[src/rtl/pfd_pkg.sv]
package pfd_pkg;

    typedef enum logic [1:0] {
        CP_OFF  = 2'b00,
        CP_UP   = 2'b01,
        CP_DN   = 2'b10,
        CP_BOTH = 2'b11
    } cp_cmd_e;

    localparam int N_INPUTS = 2;
    localparam int IDX_REF  = 0;
    localparam int IDX_FB   = 1;

endpackage

[src/rtl/pfd_edge_det.sv]
module pfd_edge_det #(
    parameter int STAGES = 2
) (
    input  logic clk,
    input  logic rst_n,
    input  logic din,
    output logic rise
);
    typedef struct packed {
        logic [STAGES-1:0] sync;
        logic              prev;
    } edge_state_t;

    edge_state_t st_d, st_q;

    always_comb begin
        st_d      = st_q;
        st_d.sync = {st_q.sync[STAGES-2:0], din};
        st_d.prev = st_q.sync[STAGES-1];
    end

    always_ff @(posedge clk) begin
        if (!rst_n) st_q <= '0;
        else        st_q <= st_d;
    end

    assign rise = st_q.sync[STAGES-1] & ~st_q.prev;

    // a held level never yields two events in a row
    a_r10_single_event: assert property (@(posedge clk) disable iff (!rst_n)
        rise |=> !rise);

endmodule

[src/rtl/pfd_clr_timer.sv]
module pfd_clr_timer #(
    parameter int W = 4
) (
    input  logic         clk,
    input  logic         rst_n,
    input  logic         arm,
    input  logic [W-1:0] load,
    output logic         busy,
    output logic         done
);
    typedef struct packed {
        logic         busy;
        logic [W-1:0] cnt;
    } tmr_state_t;

    tmr_state_t st_d, st_q;

    always_comb begin
        st_d = st_q;
        if (st_q.busy) begin
            if (st_q.cnt == '0) st_d.busy = 1'b0;
            else                st_d.cnt  = st_q.cnt - 1'b1;
        end else if (arm) begin
            st_d.busy = 1'b1;
            st_d.cnt  = load;
        end
    end

    always_ff @(posedge clk) begin
        if (!rst_n) st_q <= '0;
        else        st_q <= st_d;
    end

    assign busy = st_q.busy;
    assign done = st_q.busy && (st_q.cnt == '0);

    // the pending count steps down by one each cycle
    a_r4_countdown: assert property (@(posedge clk) disable iff (!rst_n)
        (st_q.busy && st_q.cnt != '0) |=>
            (st_q.busy && st_q.cnt == $past(st_q.cnt) - {{(W-1){1'b0}}, 1'b1}));

    // the timer leaves the busy state right after expiry
    a_r4_expire: assert property (@(posedge clk) disable iff (!rst_n)
        done |=> !busy);

endmodule

[src/rtl/pfd_antibacklash.sv]
module pfd_antibacklash
    import pfd_pkg::*;
#(
    parameter int SYNC_STAGES = 2,
    parameter int DLY_W       = 4
) (
    input  logic             clk,
    input  logic             rst_n,
    input  logic             ref_in,
    input  logic             fb_in,
    input  logic [DLY_W-1:0] abl_dly,
    output logic             up,
    output logic             dn,
    output logic [1:0]       cp_cmd
);
    typedef struct packed {
        logic up;
        logic dn;
    } flag_state_t;

    logic [N_INPUTS-1:0] raw_in;
    logic [N_INPUTS-1:0] rise;
    logic                clr_busy;
    logic                clr_done;
    logic                arm;
    flag_state_t         fl_d, fl_q;
    cp_cmd_e             cmd;

    assign raw_in[IDX_REF] = ref_in;
    assign raw_in[IDX_FB]  = fb_in;

    for (genvar g = 0; g < N_INPUTS; g++) begin : g_edge
        pfd_edge_det #(.STAGES(SYNC_STAGES)) u_edge (
            .clk  (clk),
            .rst_n(rst_n),
            .din  (raw_in[g]),
            .rise (rise[g])
        );
    end

    pfd_clr_timer #(.W(DLY_W)) u_clr (
        .clk  (clk),
        .rst_n(rst_n),
        .arm  (arm),
        .load (abl_dly),
        .busy (clr_busy),
        .done (clr_done)
    );

    always_comb begin
        fl_d = fl_q;
        if (clr_done) begin
            fl_d.up = 1'b0;
            fl_d.dn = 1'b0;
        end else if (!clr_busy) begin
            if (rise[IDX_REF]) fl_d.up = 1'b1;
            if (rise[IDX_FB])  fl_d.dn = 1'b1;
        end
        arm = !clr_busy && fl_d.up && fl_d.dn;
    end

    always_ff @(posedge clk) begin
        if (!rst_n) fl_q <= '0;
        else        fl_q <= fl_d;
    end

    always_comb begin
        unique case ({fl_q.dn, fl_q.up})
            2'b01:   cmd = CP_UP;
            2'b10:   cmd = CP_DN;
            2'b11:   cmd = CP_BOTH;
            default: cmd = CP_OFF;
        endcase
    end

    assign up     = fl_q.up;
    assign dn     = fl_q.dn;
    assign cp_cmd = cmd;

    // up only rises after a detected reference edge
    a_r2_up_cause: assert property (@(posedge clk) disable iff (!rst_n)
        $rose(fl_q.up) |-> $past(rise[IDX_REF]));

    // dn only rises after a detected feedback edge
    a_r3_dn_cause: assert property (@(posedge clk) disable iff (!rst_n)
        $rose(fl_q.dn) |-> $past(rise[IDX_FB]));

    // both flags high always implies a pending clear
    a_r4_both_pending: assert property (@(posedge clk) disable iff (!rst_n)
        (fl_q.up && fl_q.dn) |-> clr_busy);

    // the expiry cycle clears both flags whatever edges arrive
    a_r7_clear_wins: assert property (@(posedge clk) disable iff (!rst_n)
        clr_done |=> (!fl_q.up && !fl_q.dn));

    // before expiry the flags are frozen high
    a_r6_hold_pending: assert property (@(posedge clk) disable iff (!rst_n)
        (clr_busy && !clr_done) |=> (fl_q.up && fl_q.dn));

endmodule

[config.mk]
export PLATFORM = sky130hd
export DESIGN_NAME = pfd_antibacklash
export DESIGN_NICKNAME = d
export VERILOG_FILES = /design/src/rtl/pfd_pkg.sv /design/src/rtl/pfd_edge_det.sv /design/src/rtl/pfd_clr_timer.sv /design/src/rtl/pfd_antibacklash.sv
export SDC_FILE = /design/constraint.sdc
export NUM_CORES = 1
export LEC_CHECK = 0
export BUFFER_PORTS_ARGS = -buffer_cell sky130_fd_sc_hd__buf_2
export CAP_MARGIN = 20
export CORE_AREA = 2 2 39 41
export DETAILED_ROUTE_END_ITERATION = 16
export DIE_AREA = 0 0 41 43
export MAX_ROUTING_LAYER = met4
export PLACE_DENSITY = 0.66
export SLEW_MARGIN = 5
export SYNTH_ARGS = -nofsm -noshare
export SYNTH_HDL_FRONTEND = slang
export SYNTH_SLANG_ARGS = --single-unit
[constraint.sdc]
create_clock -name clk -period 1.39 [get_ports clk]
set_input_delay 0.417 -clock clk [delete_from_list [all_inputs] [get_ports clk]]
set_output_delay 0.417 -clock clk [all_outputs]
set_load 0.01 [all_outputs]
==> metrics.csv, run 1 <==
metric,value,unit
outcome,"finished, final reports clean",
final antenna diode count,0,
DR WL/cell,11.5,microns
clock power share,0.337,
mean post-synth cell area,9.39,sq um
hold depth,2,
total grt overflow,0,
Root Buffer,clkbuf_4,
relative slew slack,0.716,
overall power,0.713,mW
overall die width,41,microns
max-cap viol count,0,
Post-Syn Area,554,sq um
worst min-delay path class,in -> reg,
routability cong.,0.759,
IO buf count,11,
Placed Cells,85,
switch share,0.245,
via count,446,
worst r2r dst,u_clr.st_q[2],
Synthesis Warnings,0,
chip height,43,microns
Mapped Cells,59,
clk slew on worst S/H paths,0.09,ns
critical path endpoint category,flip-flop,
Psw,0.175,mW
depth of the worst register-to-register path,4,
Logic pwr share,0.107,
Max Freq,735,MHz
num rows,14,
post-route minimum period,1.36,ns
DRC Markers,0,
final hold violation count,0,
First-pass DRT Iterations,4,
final design area excluding fillers,734,sq um
critical path type,reg -> reg,
overall routed net length,1070,microns
clock buffer depth,2,
HPWL after DPL,623,microns
syn_nets,69,
worst-case clock skew,0.0106,ns
worst r2r src,u_clr.busy,
Pwr Density,971,mW/mm^2
"Core Util, Final",0.531,
H-Tree Depth,1,
vias per cell,4.80,
Startpoint Class,flip-flop,
CTS Sinks,13,
share of cells above drive strength 1,0.403,
area of the core,0.00138,sq mm
final antenna-violating net count,0,
vias in the first global route,381,
DIE AREA,0.00176,sq mm
count of different cell masters after synthesis,20,
fin crit share,0.979,
Pleak,0.342,nW
Num CTS Buffers,3,
starting DRC count in detailed routing,10,
Final setup viols,0,
sequential share of the synthesized area,0.470,
Final Instance Count excl. Fillers,93,
first-pass GRT wire length,1460,microns
placed inst area,633,sq um
hold path endpoint,g_edge[1].u_edge.st_d[2],
Initial Util,0.401,
Worst-Margin Slew,0.420,ns
required time of the worst setup path,1.57,ns
Worst-Skew Late Latency,0.28,ns
largest net degree at the start of global routing,13,
synthesis-to-layout area growth,32.5,%
count of state elements after synthesis,13,
Internal Power,0.538,mW
VDD IR max,611,uV
sequential share of power,0.555,
final slew viol count,0,
final net count,88,
IO Pins,12,
flop2flop setup slack,0.03,ns
CTS tree,yes,
initial antenna violation count,0,
worst path arrival time,1.54,ns
min-delay src,fb_in,
CP max FO,4,
GRT Overall Usage,0.133,
[power by group through the flow]
stage                     Sequential, mW  Combinational, mW  Clock [mW]
final                              0.396             0.0764       0.241
after global routing               0.398             0.0854       0.260
after CTS                          0.395             0.0625       0.240
after detailed placement           0.404             0.0622           0
after global placement             0.404             0.0613           0
after floorplan                    0.404             0.0402           0
[cell usage in the layout, fill, tap and decap left out]
master / n
inv_1: 5
buf_6: 2
o221ai_4: 1
dfxtp_2: 2
nand2b_1: 2
xnor2_1: 1
dfxtp_4: 1
clkbuf_4: 3
and2b_2: 1
ha_4: 1
o21a_1: 3
inv_2: 3
a21boi_1: 1
o41ai_1: 1
a21oi_1: 2
buf_2: 11
nor3b_4: 1
o31a_1: 1
dfxtp_1: 10
buf_4: 4
and3_1: 4
nor3_1: 1
clkbuf_1: 1
ha_1: 1
and2_1: 6
nor2_1: 4
o22ai_1: 3
o31ai_2: 1
[critical path, stage by stage, from the launching register on]
cell      delay (ns)
dfxtp_4         0.37
nor3b_4         0.24
o221ai_4        0.17
and3_1          0.21
o31a_1          0.27
[through the flow]
step	worst slack, ns	setup TNS, ns	hold slack [ns]
final	0.0292	0	0.341
after global routing	-0.0219	-0.0408	0.361
after CTS	0.0400	0	0.343
after detailed placement	0.0475	0	0.419
after global placement	0.0519	0	0.415
after floorplan	0.0549	0	0.412
[worst max-delay path by stage]
stage | startpoint | to | slack [ns] | depth (start not counted)
after global placement | u_clr.st_q[0] | u_clr.st_q[2] | 0.05 | 7
after CTS | u_clr.st_q[0] | u_clr.st_q[2] | 0.04 | 7
after global routing | u_clr.st_q[1] | u_clr.st_q[2] | -0.02 | 7
after detailed placement | u_clr.busy | u_clr.st_q[2] | 0.05 | 4
final | u_clr.busy | u_clr.st_q[2] | 0.03 | 4
after floorplan | u_clr.st_q[0] | u_clr.st_q[2] | 0.05 | 6
[routing by layer]
layer	up-vias	wire length (microns)	track usage	part of all wire
met5	-	0	-	0
met4	0	40	0.120	0.037
met3	5	45	0.0471	0.042
met2	10	504	0.159	0.47
met1	199	482	0.164	0.45
li1	232	-	-	-
[cell families after synthesis]
kind of cell | count (synthesis) | share of synthesized area
AND/OR/NAND/NOR | 19 | 0.208
AO/OA/AOI/OAI | 13 | 0.187
flip-flops | 13 | 0.470
buffers and inverters | 11 | 0.0745
adder cells (fa/ha/maj) | 2 | 0.0451
XOR/XNOR | 1 | 0.0158
[synthesized netlist by cell type]
library cell / instances / share of area
and3_1: 4 / 0.045
xnor2_1: 1 / 0.016
nor3b_2: 1 / 0.023
inv_1: 8 / 0.054
clkbuf_1: 3 / 0.020
o41ai_1: 1 / 0.016
nor3_1: 1 / 0.0090
and2_1: 6 / 0.068
and2b_1: 1 / 0.014
nor2_1: 4 / 0.027
o221ai_2: 1 / 0.027
o31ai_2: 1 / 0.023
a21oi_1: 2 / 0.018
ha_1: 2 / 0.045
o31a_1: 1 / 0.016
dfxtp_1: 13 / 0.47
o21a_1: 3 / 0.041
o22ai_1: 3 / 0.034
nand2b_1: 2 / 0.023
a21boi_1: 1 / 0.014
[timing repair]
action,CTS,global route
setup buffers,0,5
gates resized for setup,0,16
hold buffers,0,0
endpoints found under the hold margin,0,0
endpoints found under the setup margin,0,3
[registers in the layout, indices dropped and copies added (netlist names)]
name and count:
g_edge.u_edge.st_q 2, g_edge.u_edge.st_d 4, u_clr.busy 1, u_clr.st_q 4, dn 1, up 1
[final cells by class]
| type | count | area [sq um] |
|---|---|---|
| multi-input combinational | 35 | 284 |
| clock buffer | 4 | 26.3 |
| sequential | 13 | 267 |
| fill | 127 | 649 |
| inverter | 8 | 30.0 |
| tap | 16 | 20.0 |
| timing repair buffer | 17 | 108 |
Power figures use the tool's default switching activity.
==> inputs of run 2 (changes only) <==
CELL_PAD_IN_SITES_DETAIL_PLACEMENT = 1   (was not set)
CELL_PAD_IN_SITES_GLOBAL_PLACEMENT = 2   (was not set)
CORE_AREA = not set   (was 2 2 39 41)
CORE_MARGIN = 1   (was not set)
CORE_UTILIZATION = 27   (was not set)
DIE_AREA = not set   (was 0 0 41 43)
PLACE_DENSITY = not set   (was 0.66)
PLACE_DENSITY_LB_ADDON = 0.1   (was not set)
SLEW_MARGIN = not set   (was 5)
==> run 2 against run 1 <==
Against the previous run:
- design area up 8.7%
- register-to-register slack about the same
- via count up 4.5%
- wire length up 16%
- largest cell class unchanged
- largest power group unchanged
==> metrics.csv, run 2 (synthesized netlist as in run 1, its figures left out) <==
metric,value,unit,change
worst min-delay path class,in -> reg,,
area of the core,0.00194,sq mm,+40%
"most common cell after layout, fill and taps aside",buf_2,,
final antenna-violating net count,0,,unchanged
CP max FO,5,,+1
IO Pins,12,,unchanged
final hold violation count,0,,unchanged
Num CTS Buffers,3,,unchanged
depth of the worst register-to-register path,4,,unchanged
critical path endpoint category,flip-flop,,
IO buf count,11,,unchanged
Worst-Skew Late Latency,0.27,ns,about the same
total grt overflow,0,,unchanged
synthesis-to-layout area growth,44.0,%,
H-Tree Depth,1,,unchanged
Hold Buf Count CTS,0,,unchanged
min-delay src,fb_in,,
HPWL after DPL,752,microns,+21%
First-pass DRT Iterations,4,,unchanged
worst r2r src,u_clr.busy,,
Worst-Margin Slew,0.379,ns,-0.0411 ns
final slew viol count,0,,unchanged
fin crit share,0.979,,about the same
worst-case clock skew,0.00522,ns,-0.00538 ns
clk slew on worst S/H paths,0.08,ns,about the same
highest-count cells in the layout ignoring fill and taps,"buf_2, dfxtp_1, and2_1",,
GRT Overall Usage,0.119,,-0.0138
Pwr Density,901,mW/mm^2,-7.2%
largest net degree at the start of global routing,13,,unchanged
Root Buffer,clkbuf_4,,
Final setup viols,0,,unchanged
final net count,88,,unchanged
CTS tree,yes,,
RSZ-0062 raised after global routing,true,,
VDD IR max,551,uV,-9.8%
final antenna diode count,0,,unchanged
worst r2r dst,u_clr.st_q[2],,
Initial Util,0.285,,-0.115
DIE AREA,0.00224,sq mm,+27%
first-pass GRT wire length,1780,microns,+22%
crit-path cells,nor3b_4 > o221ai_4 > and3_1 > o31a_1,,
flop2flop setup slack,0.03,ns,about the same
Worst Path Buf+Inv,0,,unchanged
Pleak,0.348,nW,+1.7%
worst path arrival time,1.53,ns,about the same
DR WL/cell,12.0,microns,+4.0%
CTS Sinks,13,,unchanged
Worst path slowest cell,dfxtp_2,,
relative slew slack,0.745,,+0.0283
via count,466,,+4.5%
overall die width,47.3,microns,+15%
hold depth,2,,unchanged
Startpoint Class,flip-flop,,
share of cells above drive strength 1,0.481,,+0.0779
critical path type,reg -> reg,,
starting DRC count in detailed routing,2,,-8
hold path endpoint,g_edge[1].u_edge.st_d[2],,
max-cap viol count,0,,unchanged
max incr delay on CP,0.36,ns,about the same
initial antenna violation count,0,,unchanged
Max Freq,735,MHz,about the same
routability cong.,0.643,,-15%
overall power,0.719,mW,+0.88%
clock buffer depth,2,,unchanged
"CP delay by family, top",simple AND/OR/NAND/NOR gates,,
"Core Util, Final",0.411,,-0.120
vias in the first global route,454,,+19%
overall routed net length,1250,microns,+16%
fillcell total,233,,+83%
chip height,47.3,microns,+10%
num rows,16,,+2
outcome,"finished, final reports clean",,
post-route minimum period,1.36,ns,+0.000544 ns
required time of the worst setup path,1.56,ns,about the same
vias per cell,4.48,,-6.6%
DRC Markers,0,,unchanged
-- run 2: cell count changes in the layout (fill, tap and decap cells not counted), moves of 2 or more --
cell,delta
o22ai_1,-2
o22ai_2,+2
dfxtp_1,-2
dfxtp_2,+3
-- run 2: cell type report --
cell class              count  area [sq um]  area share
multi-input cells          36           343       0.429
flip-flops and latches     13           267       0.334
well taps                  27          33.8      0.0423
clock buffers               4          26.3      0.0329
inverters                   8          32.5      0.0408
repair buffers             16          96.3       0.121
-- run 2: through the flow --
step	setup WS (ns)	instances	TNS [ns]	hold WS (ns)	area [sq um]
after floorplan	0.0549	59	0	0.412	554
after global placement	-0.00155	96	-0.00155	0.422	647
after detailed placement	0.0264	96	0	0.423	647
after CTS	0.00864	100	0	0.337	673
after global routing	-0.0239	104	-0.0239	0.339	798
final	0.0286	104	0	0.346	798
-- run 2: timing repair --
| item | 4_1_cts | 5_1_grt |
|---|---|---|
| endpoints found under the setup margin | 0 | 6 |
| resized for setup | 0 | 21 |
| buffers inserted | 0 | 3 |
-- run 2: how the worst max path moves through the flow --
stage	start	end	cells after the start
floorplan	u_clr.st_q[0]	u_clr.st_q[2]	6
global route	u_clr.busy	u_clr.st_q[2]	4
global placement	u_clr.busy	u_clr.st_q[2]	4
finish	u_clr.busy	u_clr.st_q[2]	4
CTS	u_clr.busy	u_clr.st_q[2]	4
detailed placement	u_clr.busy	u_clr.st_q[2]	4
-- run 2: power breakdown --
part / total (mW) / internal, mW / switching, mW
Sequential: 0.402 / 0.387 / 0.0145
Clock: 0.232 / 0.111 / 0.121
Combinational: 0.0856 / 0.0439 / 0.0416
-- run 2: worst register-to-register path: stages (launching register included) --
cell and delay (ns):
dfxtp_2 0.36, nor3b_4 0.27, o221ai_4 0.18, and3_1 0.18, o31a_1 0.26
-- run 2: metal layers --
metal  part of all wire  track usage  vias up
li1                   -            -      235
met1               0.47        0.137      220
met2               0.49        0.189       11
met3              0.038       0.0346        0
met4                  0       0.0514        0
met5                  0            -        -
==> inputs of run 3 (changes only) <==
CORE_UTILIZATION = 32   (was 27)
clock period = 1.75 ns   (was 1.39 ns; I/O delays follow)
==> run 3 against run 2 <==
Against the previous run:
- the flow now finishes with violations (design-rule violations)
- sequential cell count did not move
- clock skew fell by 0.00054 ns
- total power fell by 24%
- non-clock buffer count fell by 5
- register-to-register slack improved by 0.18 ns
- largest power group unchanged
- die area fell by 15%
- global-route usage rose by 1.5 points
==> metrics.csv, run 3 (synthesized netlist as in run 1, its figures left out) <==
metric,value,unit,change
Hold Buf Count CTS,0,,unchanged
largest net degree at the start of global routing,13,,unchanged
hold depth,1,,-1
CTS tree,yes,,
via count,421,,-9.7%
vias in the first global route,416,,-8.4%
fillcell total,190,,-18%
chip height,43.6,microns,-7.8%
DR WL/cell,11.8,microns,-1.5%
final hold violation count,0,,unchanged
H-Tree Depth,1,,unchanged
GRT Overall Usage,0.134,,+0.0154
Worst-Margin Slew,0.518,ns,+0.139 ns
"most common cell after layout, fill and taps aside",dfxtp_1,,
First-pass DRT Iterations,9,,+5
routability cong.,0.736,,+14%
violated checks,design-rule violations,,
required time of the worst setup path,1.92,ns,+0.36 ns
highest-count cells in the layout ignoring fill and taps,"dfxtp_1, buf_2, inv_1",,
area of the core,0.00156,sq mm,-20%
crit-path cells,inv_1 > ha_1 > inv_1 > o31ai_2 > a21oi_1 > o31a_1,,
clk slew on worst S/H paths,0.08,ns,about the same
crit path to,u_clr.st_q[2],,
first-pass GRT wire length,1770,microns,-0.79%
"CP delay by family, top",compound AO/OA/AOI/OAI gates,,
worst path arrival time,1.71,ns,+0.18 ns
Startpoint Class,flip-flop,,
critical path type,reg -> reg,,
outcome,"complete, but fails checks",,
hold slack,0.432,ns,+0.0862 ns
vias per cell,4.84,,+8.0%
total grt overflow,0,,unchanged
Worst-Skew Late Latency,0.27,ns,about the same
Worst path slowest cell,o31ai_2,,
Worst Path Buf+Inv,2,,+2
starting DRC count in detailed routing,2,,unchanged
launch point of the worst path,u_clr.st_q[0],,
RSZ-0062 raised after global routing,false,,
crit-path most repeated cell,inv_1,,
IO Pins,12,,unchanged
num rows,14,,-2
worst r2r src,u_clr.st_q[0],,
min-delay src,g_edge[0].u_edge.st_d[2],,
final antenna-violating net count,0,,unchanged
IO buf count,11,,unchanged
HPWL after DPL,743,microns,-1.2%
critical path endpoint category,flip-flop,,
overall routed net length,1030,microns,-18%
CP max FO,7,,+2
clock buffer depth,2,,unchanged
flop2flop setup slack,0.21,ns,+0.18 ns
CP Depth,6,,+2
final slew viol count,0,,unchanged
worst r2r dst,u_clr.st_q[2],,
CTS Sinks,13,,unchanged
share of cells above drive strength 1,0.239,,-0.241
max-cap viol count,0,,unchanged
CTS resizes,0,,unchanged
Pleak,0.312,nW,-10%
initial antenna violation count,0,,unchanged
synthesis-to-layout area growth,16.3,%,
Initial Util,0.356,,+0.0701
DRC Markers,2,,+2
Post-CTS Setup Bufs,0,,unchanged
VDD IR max,575,uV,+4.4%
final antenna diode count,0,,unchanged
fin crit share,0.880,,-0.0992
Root Buffer,clkbuf_4,,
Final setup viols,0,,unchanged
Max Freq,649,MHz,-12%
Num CTS Buffers,3,,unchanged
final net count,82,,-6.8%
worst-case clock skew,0.00467,ns,-0.000542 ns
overall die width,43.6,microns,-7.8%
relative slew slack,0.650,,-0.0947
post-route minimum period,1.54,ns,+0.179 ns
depth of the worst register-to-register path,6,,+2
DIE AREA,0.00190,sq mm,-15%
setup TNS,0,ns,unchanged
Pwr Density,844,mW/mm^2,-6.4%
worst min-delay path class,reg -> reg,,
max incr delay on CP,0.42,ns,+0.06 ns
[run 3: final cells by class]
class	instances	area, sq um	area share
Multi-Input combinational cell	35	253	0.392
Clock buffer	4	26.3	0.0408
Inverter	8	30.0	0.0466
Sequential cell	13	260	0.404
Timing Repair Buffer	11	55.1	0.0854
Tap cell	16	20.0	0.0311
[run 3: worst min path at each step]
stage | to | slack, ns
after floorplan | g_edge[0].u_edge.st_d[0] | 0.41
after global placement | g_edge[0].u_edge.st_d[0] | 0.42
after detailed placement | g_edge[0].u_edge.st_d[0] | 0.42
after CTS | g_edge[0].u_edge.st_d[0] | 0.43
after global routing | g_edge[1].u_edge.st_d[2] | 0.44
final | g_edge[0].u_edge.st_d[0] | 0.43
[run 3: metal layers]
layer  GRT usage  routed length, microns  vias to the layer above
met5           -                       0                        -
met4      0.0563                      11                        0
met3      0.0625                      56                        2
met2       0.215                     489                       10
met1       0.141                     471                      189
li1            -                       -                      220
[run 3: per-stage QoR]
stage	std cells	util	worst slack [ns]	power (mW)	instance area, sq um
after detailed placement	83	0.396	0.201	0.371	618
after floorplan	59	-	0.415	0.353	554
after global placement	83	0.396	0.286	0.370	618
final	87	0.413	0.210	0.544	644
after CTS	87	0.413	0.174	0.556	644
after global routing	87	0.413	0.109	0.578	644
[run 3: report_power, final]
group          switching [mW]  total [mW]  leakage, nW  internal (mW)
clock network          0.0919       0.180       0.0150         0.0882
registers             0.00724       0.314        0.106          0.307
logic                  0.0244      0.0495        0.191         0.0251
